[src/rtl/spx_win_pkg.sv]
package spx_win_pkg;

  typedef enum logic [1:0] {
    GRP_IDLE  = 2'd0,
    GRP_MWAIT = 2'd1,
    GRP_SWAIT = 2'd2
  } grp_state_e;

  typedef struct packed {
    logic aligned;
    logic viol;
    logic viol_slave;  // 1: slave missing, 0: master missing
  } grp_evt_t;

endpackage

[src/rtl/spx_pair_tracker.sv]
module spx_pair_tracker
  import spx_win_pkg::*;
(
  input  logic     clk_i,
  input  logic     rst_ni,
  input  logic     en_i,
  input  logic     mst_start_i,
  input  logic     slv_start_i,
  output grp_evt_t evt_o
);

  grp_state_e state_q, state_d;
  logic       mst_left, slv_left;

  always_comb begin
    evt_o    = '0;
    state_d  = GRP_IDLE;
    mst_left = mst_start_i;
    slv_left = slv_start_i;
    if (en_i) begin
      // resolve the start held from the previous cycle first
      unique case (state_q)
        GRP_MWAIT: begin
          if (slv_start_i) begin
            evt_o.aligned = 1'b1;
            slv_left      = 1'b0;
          end else begin
            evt_o.viol       = 1'b1;
            evt_o.viol_slave = 1'b1;
          end
        end
        GRP_SWAIT: begin
          if (mst_start_i) begin
            evt_o.aligned = 1'b1;
            mst_left      = 1'b0;
          end else begin
            evt_o.viol       = 1'b1;
            evt_o.viol_slave = 1'b0;
          end
        end
        default: ;
      endcase
      // unconsumed starts of this cycle
      if (mst_left && slv_left) begin
        evt_o.aligned = 1'b1;
      end else if (mst_left) begin
        state_d = GRP_MWAIT;
      end else if (slv_left) begin
        state_d = GRP_SWAIT;
      end
    end
  end

  always_ff @(posedge clk_i or negedge rst_ni) begin
    if (!rst_ni) state_q <= GRP_IDLE;
    else         state_q <= state_d;
  end

endmodule

[config.mk]
export PLATFORM = sky130hd
export DESIGN_NAME = spx_pair_tracker
export DESIGN_NICKNAME = d
export VERILOG_FILES = /design/src/rtl/spx_win_pkg.sv /design/src/rtl/spx_pair_tracker.sv
export SDC_FILE = /design/constraint.sdc
export NUM_CORES = 1
export LEC_CHECK = 0
export BUFFER_PORTS_ARGS = -buffer_cell sky130_fd_sc_hd__buf_2
export CORE_AREA = 2 2 39 41
export DETAILED_ROUTE_END_ITERATION = 16
export DIE_AREA = 0 0 41 43
export GPL_TIMING_DRIVEN = 0
export PLACE_DENSITY = 0.3
export SYNTH_ARGS = -nofsm -noshare
export SYNTH_HDL_FRONTEND = slang
export SYNTH_SLANG_ARGS = --single-unit
[constraint.sdc]
create_clock -name clk_i -period 1.15 [get_ports clk_i]
set_input_delay 0.1725 -clock clk_i [delete_from_list [all_inputs] [get_ports clk_i]]
set_output_delay 0.1725 -clock clk_i [all_outputs]
set_load 0.1 [all_outputs]
; Word-level counts from Yosys, hierarchy flattened
; Index checks and enable logic that the tools add are counted.
[op_classes]
reduce_logical = 1
n_eq_ne = 2
muxes = 15
[ops]
columns = cell, count
row1 = $mux W2, 6
row2 = $mux W1, 7
row3 = $pmux W3 S2, 1
row4 = $mux W3, 1
row5 = $eq A2 B1 Y1 const B, 1
row6 = $eq A2 B2 Y1 const B, 1
row7 = $logic_and A1 B1 Y1, 1
[word_totals]
in_bits = 5
wordCells = 19
regBits = 2

; Depth between registers and ports, before layout
; Gate-level depths: netlist (run 1).
[depth]
ltp_word = 7
ltp_mapped = 4
depth_no_buf = 4

; Worst setup path before layout (run 1)
; Ideal clock, no wire load.
[synth_timing]
path_type = flip-flop to output port
startpoint = reg state_q[0]
endpoint = out evt_o[2] (netlist bit)
arrival_time_ns = 3.026
setup_slack_ns = -2.048
path_stages_with_launch = 5
n_path_buf = 0
cell_sequence = dfrtp_1 -> inv_1 -> ha_1 -> nand3b_1 -> o32ai_1
[synth_lines]
columns = element, line
row1 = from (decl), spx_pair_tracker.sv:12  ; grp_state_e state_q, state_d;
row2 = from (signal assigned), spx_pair_tracker.sv:56  ; else state_q <= state_d;
row3 = to (decl), spx_pair_tracker.sv:9  ; output grp_evt_t evt_o

==> reports/results.ini, run 1 <==
[die]
die-height_um = 43
die_area_sq_um = 1763
io_pins = 8
die_w_um = 41
design.core.area_sq_um = 1384
initial_core_util = 0.1248
rows = 14

[power_and_ir_drop]
power.density_nw_per_um2 = 872.7
ir_worst_vdd_v = 0.0004186
leakage_nw = 0.1515

[logic_synthesis]
yosys.area.top_type_share = 0.2899
synth.area.mux_share = 0
yosysWarningCount = 0
syn_avg_cell_area_sq_um = 8.633
yosys.area_share.simple = 0.3043
ys_seq_elements = 2
syn-cell-area_sq_um = 172.7
yosysSeqAreaShare = 0.2899
synthXorXnorAreaFrac = 0
synth_compound_area_frac = 0.1232
netlist_top_cells_area = dfrtp_1, ha_1, nand2b_1
yosys.area_share.adder = 0.2174
ys_types = 11
synth_top_family_by_area = simple AND/OR/NAND/NOR gates
synth_nets = 28
syn-instance-count = 20
yosys.area.top_type = dfrtp_1

[timing]
post-route-min-period_ns = 1.669
maxSlewViolCount = 0
hold_slack_ns = 0.2674
tightestPinTransition_ns = 0.2659
fin_crit_sh = 1.452
rsz0062_at_grt = true
hold_viol_final = 0
skew_ns = 0.001242
finalSetupViolations = 3
setup_slack_ns = -0.5195
timing.fmax_ghz = 0.5990
timing.slew.headroom = 0.8228

[place]
postPlaceCellArea_sq_um = 272.8
port_buffers = 7
hpwl_um = 339.7
place.gp.congestion = 0.6784

[route]
wl_per_cell_um = 8.149
drt-total-wl_um = 383
drt_iter0_markers = 1
drt-pass1-iter-count = 2
route.vias.total = 171
detail_route.vias_per_cell = 3.638
drc = 0
final_antenna_net_count = 0

[critical_path]
path_max_fanout = 2
reg2regPathDepth = 4
cp-end-kind = primary output
required_ns = 0.98
critical_path_class = reg -> out
critical_path_arrival_ns = 1.50
worstSetupStartpointType = flip-flop

[layout]
num-nets-final = 41
largest_register_ffs = 2
multi_input_area_sq_um = 168.9
layout_common_cells = buf_2, clkbuf_4, buf_12
n_antenna_cell = 0
nFillCells = 156
final_area_sq_um = 362.8
drive_gt1_frac = 0.5806
biggestRegsByFlops = state_q x2
finish.utilization = 0.2622
largest-register = state_q
regArea_sq_um = 50.05
areaGrowthSynthToFinish_pct = 110.1
final_common_cell = buf_2

[min_path]
hold_class = in -> async

[clock_network]
cts.sinks = 2
clk_pin_slew_ns = 0.03
cts_buffers = 3
clkLatencyLatePin_ns = 0.22
post-cts-setup-buffer-count = 0
clockRootBuffer = clkbuf_4
htreeDepth = 1
cts_tree = built
cts_buffer_depth = 2

[global_route]
gr-total-overflow = 0
grt_use_total = 0.06526
grt_pass1_vias = 191
grt_max_degree = 5
grt_first_pass_wirelength_um = 724
antenna_found_initial = 0

[run]
cap_viol_max_count = 0

[run_status]
violations = setup timing
status = finished with violations

==> through the flow <==
stage	setup TNS [ns]	instances	total power [W]	setup WS, ns
final	-1.343	47	0.0003167	-0.5195
after global routing	-1.557	47	0.0003458	-0.6056
after CTS	-1.391	47	0.0003287	-0.5350
after detailed placement	-1.405	43	0.0001521	-0.5179
after global placement	-1.422	43	0.0001521	-0.5287
after floorplan	-1.390	20	0.0001332	-0.6149
==> final cells by class <==
class | instances | area share
Multi-Input combinational cell | 15 | 0.4655
Timing Repair Buffer | 8 | 0.2483
Sequential cell | 2 | 0.1379
Clock buffer | 3 | 0.06207
Tap cell | 16 | 0.05517
Inverter | 3 | 0.03103
==> Yosys cell counts, drive strengths merged <==
cell type and instances:
and3 1, a21oi 1, o32ai 1, nor2b 1, nand3b 1, inv 3
a22oi 1, nand2b 4, ha 3, dfrtp 2, nor2 2
==> worst max-delay path, cell delays in order (launching register included) <==
cell and delay (ns):
dfrtp_1 0.36, inv_2 0.05, ha_2 0.17, nand3b_1 0.21, o32ai_4 0.27, buf_12 0.21
==> worst paths after layout <==
check	from	to	slack, ns
max in group asynchronous	rst_ni	state_q[1]	0.79
worst max register to register	state_q[1]	state_q[1]	0.08
min in group clk_i	en_i	state_q[1]	0.27
worst max-delay path	state_q[0]	evt_o[2]	-0.52
worst min-delay path	rst_ni	state_q[0]	0.27
worst min register to register	state_q[1]	state_q[1]	0.83
==> power by group <==
part           internal, W  leakage, nW  switching, W   total, W
sequential       0.0000743       0.0269    0.00000277  0.0000770
combinational    0.0000389        0.111     0.0000503  0.0000892
clock             0.000115       0.0138     0.0000357   0.000150
==> cell families (layout without fill, tap and decap cells) <==
family | Yosys count | in the layout
AND/OR/NAND/NOR | 9 | 9
adder cells (fa/ha/maj) | 3 | 3
AO/OA/AOI/OAI | 3 | 3
buffers and inverters | 3 | 14
flip-flops | 2 | 2
==> timing repair <==
| action | in CTS | in global routing |
|---|---|---|
| endpoints found under the hold margin | 2 | 0 |
| resized for setup | 16 | 0 |
| pin swaps | 1 | 0 |
| hold buffers | 1 | 0 |
| setup endpoints to repair | 3 | 3 |
==> metal layers <==
metal	vias to the layer above	global-route usage	share of wire
met3	0	0.04712	0.044
met4	0	0.04000	0
met1	78	0.06431	0.44
li1	90	-	-
met5	-	0	0
met2	3	0.09375	0.51
No activity file was read; power rests on OpenSTA's default activity.
==> run 2: changes to the inputs <==
- CELL_PAD_IN_SITES_DETAIL_PLACEMENT: unset -> 1
- CELL_PAD_IN_SITES_GLOBAL_PLACEMENT: unset -> 2
- CTS_CLUSTER_SIZE: unset -> 25
- PLACE_DENSITY: 0.3 -> 0.45
==> run 2 against run 1 <==
Against the previous run: the flow still finishes with violations (setup timing); sequential share of layout area grew 0.29 points; global-route usage is 0.90 points higher; clock power rose by 3%; maximum frequency fell by 0.94%; largest power group unchanged.
==> reports/results.ini, run 2 (synthesis results as in run 1) <==
[run_status]
violations = setup timing
status = finished with violations

[layout]
areaGrowthSynthToFinish_pct = 105.8
num-nets-final = 41
instances_no_fill = 47
biggestRegsByFlops = state_q x2
largest-register = state_q
layout_common_cells = buf_2, nand2b_1, clkbuf_4, buf_12
nFillCells = 155
drive_gt1_frac = 0.5484
n_antenna_cell = 0
largest_register_ffs = 2
final_common_cell = buf_2
final_area_sq_um = 355.3

[power_and_ir_drop]
leakage_nw = 0.1460
ir_worst_vdd_v = 0.0004066
power.density_nw_per_um2 = 901.0

[timing]
skew_ns = 0.001800
hold_viol_final = 0
tightestPinTransition_ns = 0.2816
maxSlewViolCount = 0
finalSetupViolations = 3
timing.slew.headroom = 0.8123
rsz0062_at_grt = true
setup_slack_ns = -0.5353
timing.fmax_ghz = 0.5934
fin_crit_sh = 1.466
post-route-min-period_ns = 1.685

[die]
die_w_um = 41
rows = 14
die_area_sq_um = 1763
design.core.area_sq_um = 1384
io_pins = 8
die-height_um = 43
initial_core_util = 0.1248

[place]
placed_cells = 43
preCtsSetupSlack_ns = -0.5340
hpwl_um = 403.6
port_buffers = 7
postPlaceCellArea_sq_um = 272.8
place.gp.congestion = 0.6483

[critical_path]
critical_path_class = reg -> out
cpPeakStageDelay_ns = 0.35
cp_cell_sequence = inv_2 > ha_2 > nand3b_1 > o32ai_4 > buf_12
path_max_fanout = 2
crit_family = flip-flops
crit_path_top_delay_cell = dfrtp_1
required_ns = 0.98
cp-end-kind = primary output
critical_path_arrival_ns = 1.51
worstSetupStartpointType = flip-flop
crit_buf_inv = 2

[route]
route.vias.total = 179
drt-pass1-iter-count = 2
wl_per_cell_um = 11.21
detail_route.vias_per_cell = 3.809
final_antenna_net_count = 0
drt_iter0_markers = 1
drc = 0
drt-total-wl_um = 527

[clock_network]
cts_buffers = 3
clk_pin_slew_ns = 0.03
cts_buffer_depth = 2
clockRootBuffer = clkbuf_4
htreeDepth = 1
clkLatencyLatePin_ns = 0.22
cts.sinks = 2
post-cts-setup-buffer-count = 0
cts_tree = built

[global_route]
grt_pass1_vias = 206
grt_use_total = 0.07430
grt_max_degree = 5
gr-total-overflow = 0
antenna_found_initial = 0
grt_first_pass_wirelength_um = 800

[min_path]
hold_class = in -> async

[run]
cap_viol_max_count = 0

==> run 2: cell counts in the layout (fill, tap and decap cells not counted) <==
Identical to the previous run, type by type.
==> run 2: power by group <==
| part | total [W] | leakage, nW | switching (W) | internal, W |
|---|---|---|---|---|
| logic | 0.0000887 | 0.105 | 0.0000516 | 0.0000371 |
| registers | 0.0000770 | 0.0269 | 0.00000273 | 0.0000743 |
| clock network | 0.000154 | 0.0138 | 0.0000395 | 0.000115 |
| total | 0.000320 | 0.146 | 0.0000938 | 0.000226 |
==> run 2: layer usage <==
| layer | vias up | share of wire | track usage |
|---|---|---|---|
| li1 | 88 | - | - |
| met1 | 84 | 0.37 | 0.06752 |
| met2 | 5 | 0.56 | 0.1188 |
| met3 | 2 | 0.038 | 0.03141 |
| met4 | 0 | 0.021 | 0.06000 |
| met5 | - | 0 | 0 |
==> run 2: what timing repair did <==
item / CTS / global route
endpoints found under the setup margin: 3 / 3
pin swaps: 1 / 0
resized for setup: 15 / 0
endpoints found under the hold margin: 2 / 0
hold buffers: 1 / 0
==> run 2: cell type report <==
type,count,area (sq um),share of cell area
Clock buffer,3,22.52,0.06338
Inverter,3,11.26,0.03169
Multi-Input combinational cell,15,161.4,0.4542
Sequential cell,2,50.05,0.1408
Tap cell,16,20.02,0.05634
Timing Repair Buffer,8,90.09,0.2535
==> run 2: worst paths after layout <==
| check | to | start | cells past startpoint | slack (ns) |
|---|---|---|---|---|
| worst max-delay path | evt_o[2] | state_q[0] | 5 | -0.54 |
| worst min-delay path | state_q[0] | rst_ni | 2 | 0.26 |
| worst max register to register | state_q[1] | state_q[1] | 4 | 0.09 |
| worst min register to register | state_q[0] | state_q[0] | 3 | 0.81 |
| max in group asynchronous | state_q[1] | rst_ni | 2 | 0.79 |
| min in group clk_i | state_q[1] | en_i | 2 | 0.26 |
==> run 2: through the flow <==
step | total power (W) | utilization | hold slack [ns] | setup TNS, ns
2_1_floorplan | 0.0001332 | - | -0.1231 | -1.390
3_3_place_gp | 0.0001521 | 0.1971 | -0.04351 | -1.424
3_5_place_dp | 0.0001534 | 0.1971 | -0.03882 | -1.457
4_1_cts | 0.0003279 | 0.2568 | 0.2515 | -1.471
5_1_grt | 0.0003430 | 0.2568 | 0.2592 | -1.671
6_report | 0.0003202 | 0.2568 | 0.2596 | -1.468
==> run 3: changes to the inputs <==
- REMOVE_ABC_BUFFERS: unset -> 1
==> run 3 against run 2 <==
Against the previous run: the run still ends with setup timing left; via count up 5.0%; global-route usage up 1.6 points; die area unchanged; sequential share of layout area up 0.20 points; core utilization down 0.36 points; cell count up 2.1%; first-iteration DRC count down 100%; clock-buffer cell count unchanged; sequential cell count unchanged; register-to-register slack worse by 0.15 ns; wire length up 4.9%; non-clock buffer count up 1; largest cell class unchanged; largest power group unchanged; highest routed layer is now met3.
==> reports/results.ini, run 3 (synthesis results as in run 1) <==
[timing]
timing.slew.headroom = 0.8373
skew_ns = 0.0006883
rsz0062_at_grt = true
setup_slack_ns = -0.5388
post-route-min-period_ns = 1.689
tightestPinTransition_ns = 0.2436
hold_slack_ns = 0.2658
maxSlewViolCount = 0
hold_viol_final = 0
fin_crit_sh = 1.469
timing.fmax_ghz = 0.5921
tns_ns = -1.561
finalSetupViolations = 4

[power_and_ir_drop]
p_sw_w = 0.00009410
power_frac_comb = 0.267
clkPwrFrac = 0.490
ir_worst_vdd_v = 0.0004336
switching_share = 0.2953
seqPwrFrac = 0.244
power.density_nw_per_um2 = 909.7
leakage_nw = 0.1502
p_int_w = 0.0002246

[critical_path]
cpPeakStageDelay_ns = 0.41
crit_path_start = state_q[1]
cp_cell_sequence = ha_4 > nand3b_1 > o32ai_2 > buf_6
path_max_fanout = 3
critical_path_class = reg -> out
required_ns = 0.98
worstSetupStartpointType = flip-flop
critical_path_arrival_ns = 1.52
crit_path_top_delay_cell = dfrtp_1
timing.rr.start = state_q[1]
cp-end-kind = primary output

[place]
port_buffers = 7
hpwl_um = 392.8
place.gp.congestion = 0.5841
preCtsSetupSlack_ns = -0.5050
placed_cells = 43
postPlaceCellArea_sq_um = 227.7

[route]
wl_per_cell_um = 11.52
detail_route.vias_per_cell = 3.917
drc = 0
route.vias.total = 188
drt-total-wl_um = 553
drt-pass1-iter-count = 1
drt_iter0_markers = 0
final_antenna_net_count = 0

[layout]
num-nets-final = 42
final_area_sq_um = 350.3
n_antenna_cell = 0
final_common_cell = buf_2
drive_gt1_frac = 0.5625
nFillCells = 156
biggestRegsByFlops = state_q x2
instances_no_fill = 48
areaGrowthSynthToFinish_pct = 102.9
largest-register = state_q
largest_register_ffs = 2
layout_common_cells = buf_2, nand2b_1, clkbuf_4

[global_route]
grt_use_total = 0.09027
grt_pass1_vias = 213
grt_max_degree = 5
grt_first_pass_wirelength_um = 917
gr-total-overflow = 0
antenna_found_initial = 0

[clock_network]
cts_buffers = 3
cts.sinks = 2
clkLatencyLatePin_ns = 0.22
clockRootBuffer = clkbuf_4
clk_pin_slew_ns = 0.03
cts_tree = built
htreeDepth = 1
cts_buffer_depth = 2

[min_path]
hold_class = in -> async

[die]
die_area_sq_um = 1763
die_w_um = 41
io_pins = 8
rows = 14
die-height_um = 43
design.core.area_sq_um = 1384
initial_core_util = 0.1248

[run_status]
status = finished with violations
violations = setup timing

[run]
cap_viol_max_count = 0

run 3: what timing repair did:
| item | 4_1_cts | 5_1_grt |
|---|---|---|
| endpoints found under the hold margin | 2 | 0 |
| setup buffers | 1 | 1 |
| setup endpoints to repair | 3 | 5 |
| pin swaps | 1 | 2 |
| hold buffers | 1 | 0 |
| gates resized for setup | 17 | 3 |
run 3: path summary, 6_finish.rpt:
check,cells after the start,to,slack [ns]
worst max-delay path,4,evt_o[2],-0.54
worst max register to register,4,state_q[1],-0.06
max in group asynchronous,2,state_q[1],0.79
min in group clk_i,2,state_q[1],0.27
worst min register to register,3,state_q[1],0.83
worst min-delay path,2,state_q[0],0.27
run 3: metal layers:
layer,share of wire,track usage,vias up
met5,0,0,-
met4,0,0.1000,0
met3,0.063,0.04712,0
met2,0.53,0.1219,8
met1,0.40,0.08654,90
li1,-,-,90
run 3: final cells by class:
class | instances | area, sq um | area share
clock buffers | 3 | 22.52 | 0.06429
inverters | 3 | 11.26 | 0.03214
multi-input cells | 15 | 157.7 | 0.4500
flip-flops and latches | 2 | 50.05 | 0.1429
well taps | 16 | 20.02 | 0.05714
repair buffers | 9 | 88.84 | 0.2536
run 3: power groups by stage:
stage	combinational (W)	sequential, W	clock (W)
final	0.0000850	0.0000776	0.000156
after global routing	0.0000912	0.0000783	0.000185
after CTS	0.0000808	0.0000778	0.000169
after detailed placement	0.0000586	0.0000776	0
after global placement	0.0000577	0.0000774	0
after floorplan	0.0000401	0.0000767	0
run 3: per-stage QoR:
step	total power, W	util
5_1_grt	0.0003547	0.2532
2_1_floorplan	0.0001169	-
3_3_place_gp	0.0001350	0.1646
3_5_place_dp	0.0001361	0.1646
6_report	0.0003187	0.2532
4_1_cts	0.0003271	0.2441
run 3: critical path, delay by kind of cell, from the launching register on:
kind                       cells  cell delay [ns]
AOI/OAI and AO/OA              1             0.25
adders and majority gates      1             0.17
buffers and inverters          1             0.27
DFF                            1             0.41
and+or+nand+nor                1             0.19
